==> config.mk <==
export PLATFORM = sky130hd
export DESIGN_NAME = refresh_sched
export DESIGN_NICKNAME = d
export VERILOG_FILES = /design/src/rtl/refresh_pkg.sv /design/src/rtl/refi_timer.sv /design/src/rtl/refresh_debt.sv /design/src/rtl/refresh_fsm.sv /design/src/rtl/refresh_cmd_enc.sv /design/src/rtl/refresh_sched.sv
export SDC_FILE = /design/constraint.sdc
export NUM_CORES = 1
export LEC_CHECK = 0
export ABC_AREA = 1
export CORE_ASPECT_RATIO = 1.5
export CORE_MARGIN = 3
export CORE_UTILIZATION = 53
export CTS_CLUSTER_DIAMETER = 120
export CTS_CLUSTER_SIZE = 40
export DETAILED_ROUTE_END_ITERATION = 8
export PLACE_DENSITY = 0.79
export SLEW_MARGIN = 40
export SYNTH_ARGS = -nofsm -noshare
export SYNTH_HDL_FRONTEND = slang
export SYNTH_HIERARCHICAL = 1
export SYNTH_SLANG_ARGS = --single-unit
export TNS_END_PERCENT = 10
==> constraint.sdc <==
create_clock -name clk -period 2.9 [get_ports clk]
set_clock_uncertainty 0.15 [all_clocks]
set_input_delay 0.58 -clock clk [delete_from_list [all_inputs] [get_ports clk]]
set_output_delay 0.58 -clock clk [all_outputs]
set_load 0.01 [all_outputs]
==> src/rtl/refresh_pkg.sv <==
// Package refresh_pkg
// Shared state type and DRAM command encodings for the refresh scheduler.
// Assumes the command is formed by the four active-low strobes in the order
// cs_n, ras_n, cas_n, we_n.
package refresh_pkg;

    typedef enum logic [2:0] {
        ST_IDLE     = 3'd0,
        ST_PREA     = 3'd1,
        ST_WAIT_RP  = 3'd2,
        ST_AREF     = 3'd3,
        ST_WAIT_RFC = 3'd4
    } rs_state_t;

    typedef struct packed {
        logic cs_n;
        logic ras_n;
        logic cas_n;
        logic we_n;
    } dram_cmd_t;

    localparam dram_cmd_t CMD_DESEL = '{cs_n: 1'b1, ras_n: 1'b1, cas_n: 1'b1, we_n: 1'b1};
    localparam dram_cmd_t CMD_PREA  = '{cs_n: 1'b0, ras_n: 1'b0, cas_n: 1'b1, we_n: 1'b0};
    localparam dram_cmd_t CMD_AREF  = '{cs_n: 1'b0, ras_n: 1'b0, cas_n: 1'b0, we_n: 1'b1};

    // Address bit that turns a precharge into a precharge of every bank.
    localparam int unsigned ALL_BANK_BIT = 10;

endpackage

==> src/rtl/refi_timer.sv <==
// Module refi_timer
// Free-running interval counter. Emits a one-cycle tick once per T_REFI
// cycles; the first tick is in the cycle T_REFI-1 edges after reset release.
// Assumes T_REFI >= 2.
module refi_timer #(
    parameter int unsigned T_REFI = 780
) (
    input  logic clk,
    input  logic rst_n,
    output logic tick
);
    localparam int unsigned TW = $clog2(T_REFI);
    localparam logic [TW-1:0] LAST = TW'(T_REFI - 1);

    logic [TW-1:0] cnt;

    // Wrap the counter at the interval length.
    always_ff @(posedge clk) begin
        if (!rst_n) begin
            cnt <= '0;
        end else if (cnt == LAST) begin
            cnt <= '0;
        end else begin
            cnt <= cnt + 1'b1;
        end
    end

    // Tick marks the final cycle of each interval.
    always_comb begin
        tick = (cnt == LAST);
    end


    tick_spacing_chk: assert property (@(posedge clk) disable iff (!rst_n)
        tick |=> !tick);

endmodule

==> src/rtl/refresh_debt.sv <==
// Module refresh_debt
// Counts refreshes owed: up on each interval tick, down on each issued auto
// refresh. Flags pending (debt nonzero) and urgent (debt at threshold).
// Assumes the sequencer never issues a refresh with zero debt and that
// URGENT_TH < DEBT_MAX.
module refresh_debt #(
    parameter int unsigned DEBT_MAX  = 8,
    parameter int unsigned URGENT_TH = 7
) (
    input  logic clk,
    input  logic rst_n,
    input  logic tick,
    input  logic issue,
    output logic pending,
    output logic urgent
);
    // One spare bit so an overflow would be visible rather than wrap.
    localparam int unsigned DW = $clog2(DEBT_MAX + 2);
    localparam logic [DW-1:0] TH  = DW'(URGENT_TH);
    localparam logic [DW-1:0] MAX = DW'(DEBT_MAX);

    logic [DW-1:0] debt;

    // Net change of tick minus issue per cycle.
    always_ff @(posedge clk) begin
        if (!rst_n) begin
            debt <= '0;
        end else begin
            case ({tick, issue})
                2'b10:   debt <= debt + 1'b1;
                2'b01:   debt <= debt - 1'b1;
                default: debt <= debt;
            endcase
        end
    end

    // Status flags derived from the count.
    always_comb begin
        pending = (debt != '0);
        urgent  = (debt >= TH);
    end


    debt_bound_chk: assert property (@(posedge clk) disable iff (!rst_n)
        debt <= MAX);


    no_underflow_chk: assert property (@(posedge clk) disable iff (!rst_n)
        issue |-> debt != '0);


    debt_step_chk: assert property (@(posedge clk) disable iff (!rst_n)
        (tick && !issue) |=> debt == $past(debt) + 1'b1);

endmodule

==> src/rtl/refresh_fsm.sv <==
// Module refresh_fsm
// Sequencer: precharge-all, wait T_RP, auto refresh, wait T_RFC, then either
// a further auto refresh (banks already idle) or release of the bus.
// Assumes T_RP >= 2 and T_RFC >= 2 and that the main scheduler leaves the
// pins alone while busy is high.
module refresh_fsm
    import refresh_pkg::*;
#(
    parameter int unsigned T_RP  = 4,
    parameter int unsigned T_RFC = 44
) (
    input  logic      clk,
    input  logic      rst_n,
    input  logic      grant,
    input  logic      pending,
    input  logic      urgent,
    output rs_state_t state,
    output logic      busy,
    output logic      issue_ref
);
    localparam int unsigned LONGEST = (T_RFC > T_RP) ? T_RFC : T_RP;
    localparam int unsigned CW      = $clog2(LONGEST + 1);
    localparam logic [CW-1:0] RP_LOAD  = CW'(T_RP - 1);
    localparam logic [CW-1:0] RFC_LOAD = CW'(T_RFC - 1);

    logic [CW-1:0] wait_cnt;
    logic          go;

    // Refresh may proceed when owed and either granted or forced.
    always_comb begin
        go = pending && (grant || urgent);
    end

    // State progression and wait countdown.
    always_ff @(posedge clk) begin
        if (!rst_n) begin
            state    <= ST_IDLE;
            wait_cnt <= '0;
        end else begin
            case (state)
                ST_IDLE: begin
                    if (go) state <= ST_PREA;
                end
                ST_PREA: begin
                    wait_cnt <= RP_LOAD;
                    state    <= ST_WAIT_RP;
                end
                ST_WAIT_RP: begin
                    wait_cnt <= wait_cnt - 1'b1;
                    if (wait_cnt == CW'(1)) state <= ST_AREF;
                end
                ST_AREF: begin
                    wait_cnt <= RFC_LOAD;
                    state    <= ST_WAIT_RFC;
                end
                ST_WAIT_RFC: begin
                    wait_cnt <= wait_cnt - 1'b1;
                    if (wait_cnt == CW'(1)) state <= go ? ST_AREF : ST_IDLE;
                end
                default: state <= ST_IDLE;
            endcase
        end
    end

    // Bus ownership and refresh strobe.
    always_comb begin
        busy      = (state != ST_IDLE);
        issue_ref = (state == ST_AREF);
    end


    no_start_chk: assert property (@(posedge clk) disable iff (!rst_n)
        (state == ST_IDLE && !grant && !urgent) |=> state == ST_IDLE);


    urgent_start_chk: assert property (@(posedge clk) disable iff (!rst_n)
        (state == ST_IDLE && urgent) |=> state == ST_PREA);


    aref_entry_chk: assert property (@(posedge clk) disable iff (!rst_n)
        (state == ST_AREF) |-> ($past(state) == ST_WAIT_RP || $past(state) == ST_WAIT_RFC));


    no_prea_after_wait_chk: assert property (@(posedge clk) disable iff (!rst_n)
        (state == ST_PREA) |-> $past(state) == ST_IDLE);

endmodule

==> src/rtl/refresh_cmd_enc.sv <==
// Module refresh_cmd_enc
// Maps the sequencer state to DRAM pins. Precharge-all sets the all-bank
// address bit; every other address bit is zero. CKE is held high.
// Assumes ADDR_W > ALL_BANK_BIT.
module refresh_cmd_enc
    import refresh_pkg::*;
#(
    parameter int unsigned ADDR_W = 14
) (
    input  rs_state_t         state,
    output dram_cmd_t         cmd,
    output logic              cke,
    output logic [ADDR_W-1:0] addr
);
    // Pin pattern per state.
    always_comb begin
        cmd  = CMD_DESEL;
        addr = '0;
        cke  = 1'b1;
        case (state)
            ST_PREA: begin
                cmd                = CMD_PREA;
                addr[ALL_BANK_BIT] = 1'b1;
            end
            ST_AREF: cmd = CMD_AREF;
            default: cmd = CMD_DESEL;
        endcase
    end

endmodule

==> src/rtl/refresh_sched.sv <==
// Module refresh_sched
// Top of the refresh scheduler: interval timer, debt counter, sequencer and
// pin encoder. Drives DRAM command pins whenever ref_busy is high.
// Assumes T_REFI > T_RP + T_RFC so a forced burst finishes within an interval.
module refresh_sched
    import refresh_pkg::*;
#(
    parameter int unsigned T_REFI    = 780,
    parameter int unsigned T_RP      = 4,
    parameter int unsigned T_RFC     = 44,
    parameter int unsigned DEBT_MAX  = 8,
    parameter int unsigned URGENT_TH = 7,
    parameter int unsigned ADDR_W    = 14
) (
    input  logic              clk,
    input  logic              rst_n,
    input  logic              bus_grant,
    output logic              cs_n,
    output logic              ras_n,
    output logic              cas_n,
    output logic              we_n,
    output logic              cke,
    output logic [ADDR_W-1:0] addr,
    output logic              ref_busy,
    output logic              ref_pending,
    output logic              ref_urgent
);
    logic      tick;
    logic      issue_ref;
    rs_state_t state;
    dram_cmd_t cmd;

    refi_timer #(.T_REFI(T_REFI)) u_timer (
        .clk   (clk),
        .rst_n (rst_n),
        .tick  (tick)
    );

    refresh_debt #(.DEBT_MAX(DEBT_MAX), .URGENT_TH(URGENT_TH)) u_debt (
        .clk     (clk),
        .rst_n   (rst_n),
        .tick    (tick),
        .issue   (issue_ref),
        .pending (ref_pending),
        .urgent  (ref_urgent)
    );

    refresh_fsm #(.T_RP(T_RP), .T_RFC(T_RFC)) u_fsm (
        .clk       (clk),
        .rst_n     (rst_n),
        .grant     (bus_grant),
        .pending   (ref_pending),
        .urgent    (ref_urgent),
        .state     (state),
        .busy      (ref_busy),
        .issue_ref (issue_ref)
    );

    refresh_cmd_enc #(.ADDR_W(ADDR_W)) u_enc (
        .state (state),
        .cmd   (cmd),
        .cke   (cke),
        .addr  (addr)
    );

    // Unpack the command onto the pins.
    always_comb begin
        cs_n  = cmd.cs_n;
        ras_n = cmd.ras_n;
        cas_n = cmd.cas_n;
        we_n  = cmd.we_n;
    end


    aref_pins_chk: assert property (@(posedge clk) disable iff (!rst_n)
        issue_ref |-> (!cs_n && !ras_n && !cas_n && we_n && cke && addr == '0));


    busy_pins_chk: assert property (@(posedge clk) disable iff (!rst_n)
        !ref_busy |-> (cs_n && ras_n && cas_n && we_n));

endmodule

==> metrics.md <==
| Metric | Value |
|---|---|
| Maximum Capacitance Violations | 0 |
| Synthesized instance count | 216 |
| Via count | 1262 |
| Bufs on Longest Clock Path | 2 |
| Fin crit share | 81.4% |
| Endpoints failing setup | 0 |
| Final HPWL DP | 1970 um |
| Die ar. | 3540 um2 |
| Clk sinks | 23 |
| M3 GR Usage | 2.49% |
| LEAKAGE | 0.684 nW |
| Min Tclk post-route | 2.36 ns |
| Synthesis warning total | 6 |
| Initial antenna violation count | 0 |
| Syn avg cell area | 7.00 um2 |
| Worst setup EP type | output port |
| Post-place setup slack | 0.648 ns |
| Max FO, Critical Path | 4 |
| Num CTS Buffers | 3 |
| Share of layout cells above drive strength 1 | 15.0% |
| Initial Util | 55.9% |
| Ant. Diodes | 0 |
| GR Overflow Total | 0 |
| Wire per inst | 9.30 um |
| Most frequent cells in the layout | 39 x nand2_1, 33 x inv_1, 23 x dfxtp_1, 18 x nand3_1, 17 x nor2_1 |
| Fmax | 0.423 GHz |
| Unrepaired setup endpoints after global routing | false |
| Setup TNS | 0 ns |
| HP Class | reg -> reg |
| Area of the mapped netlist | 1510 um2 |
| Largest net degree at the start of global routing | 14 |
| GR Layer Usage met2 | 26.7% |
| Drt pass-1 iters | 4 |
| Netlist cell types | 27 |
| Gates resized, CTS repair | 0 |
| Most common cell after layout, fill and taps aside | nand2_1 |
| DR iter-0 viols | 39 |
| Row cnt | 23 |
| Outcome | finished, final reports clean |
| H-tree depth | 1 |
| # port buffers | 10 |
| Die H | 71.4 um |
| Cts hold-fix bufs | 0 |
| Reg clk slew, reported paths | 0.08 ns |
| GRT met1 Usage | 18.6% |
| Max VDD drop | 330 uV |
| Final Wtd Congestion | 0.842 |
| Global routing's busiest layer | met2 |
| Die width | 49.6 um |
| Smallest setup slack after layout | 0.539 ns |
| Required @ worst endpoint | 2.17 ns |
| Number of global-route vias before repair | 1108 |
| Clock tree from TritonCTS | built |
| Post-CTS Setup Repair Bufs | 0 |
| Critical path class | reg -> out |
| CORE AREA | 2710 um2 |
| WL final | 2460 um |
| Root Buffer | clkbuf_8 |
| Pwr per Cell Area | 332 nW/um2 |
| DRC Markers | 0 |
| Post-synthesis register bit count | 23 |
| # nets final | 237 |
| Clock latency at the later pin of the worst-skew pair | 0.26 ns |
| Critical Path AT | 1.63 ns |
| Routed vias/inst | 4.78 |
| Seq/Total Area, Yosys | 30.4% |
| CP Launch Type | flop |
| GRT Total Usage | 15.2% |
| Layout area overhead | 8.27% |
| Hold Fails Final Rpt | 0 |
| Dpl cells | 260 |
| Global-route wire length before repair | 4420 um |
| Detail Route Antenna Nets | 0 |
| Finished Layout Cells | 264 |
| Ports | 25 |
| Slew Limit Fails | 0 |
[registers in the layout, indices dropped and copies added, names as in the netlist]
signal	count
u_debt/debt	4
u_fsm/state	3
u_fsm/wait_cnt	6
u_timer/cnt	10
[synthesized netlist by cell type (all sizes together)]
master	number	share of area, %
a21oi	18	7.2
buf	15	7.4
conb	2	0.50
dfxtp	23	30
ha	6	5.0
inv	38	9.4
nand2	45	13
nand3	22	8.6
nand3b	3	1.7
nand4	3	1.2
nor2	25	8.2
o21ai	7	2.6
o21bai	1	0.50
o31ai	1	0.50
or2	1	0.41
xnor2	2	1.2
xor2	4	2.3
[critical path, stage by stage (launching register included)]
cell and delay, ns:
dfxtp_1 0.40, inv_2 0.07, o31ai_1 0.30, clkdlybuf4s50_1 0.59
[routing by layer]
metal,share of wire (%),wire (um)
met4,0.77,19
met1,46,1130
met2,50,1220
met5,0,0
met3,3.5,86
[layout make-up]
cell class / count / area (um2)
repair buffers: 10 / 100
well taps: 37 / 46.3
fillers: 256 / 1070
multi-input cells: 152 / 842
clock buffers: 3 / 41.3
clock inverters: 1 / 5.00
flip-flops and latches: 23 / 460
inverters: 38 / 143
[path summary, 6_finish.rpt]
path	to	slack, ns	depth (start not counted)	start
max	ref_urgent	0.54	3	u_debt/debt[2]
min	u_timer/cnt[0]	0.32	1	u_timer/cnt[0]
max reg2reg	u_debt/debt[2]	0.63	14	u_timer/cnt[0]
min reg2reg	u_timer/cnt[0]	0.32	1	u_timer/cnt[0]
[metrics by stage]
stage          utilization (%)  hold slack (ns)  instance area (um2)  total power [mW]
2_1_floorplan                -            0.279                 1560             0.361
3_3_place_gp              58.8            0.296                 1590             0.354
3_5_place_dp              58.8            0.304                 1590             0.354
4_1_cts                   60.5            0.322                 1640             0.552
5_1_grt                   60.5            0.353                 1640             0.568
6_report                  60.5            0.325                 1640             0.544
[kinds of logic after synthesis]
logic type | synth area share [%]
other | 0.496
AND/OR/NAND/NOR | 33.0
adder cells (fa/ha/maj) | 4.96
flip-flops | 30.4
buffers and inverters | 16.9
AO/OA/AOI/OAI | 10.8
XOR/XNOR | 3.47
[report_power, final]
group	switching, mW	internal (mW)
registers	0.00314	0.319
clock network	0.102	0.0957
logic	0.0184	0.00634
total	0.123	0.421
(Power assumes the default switching activity.)
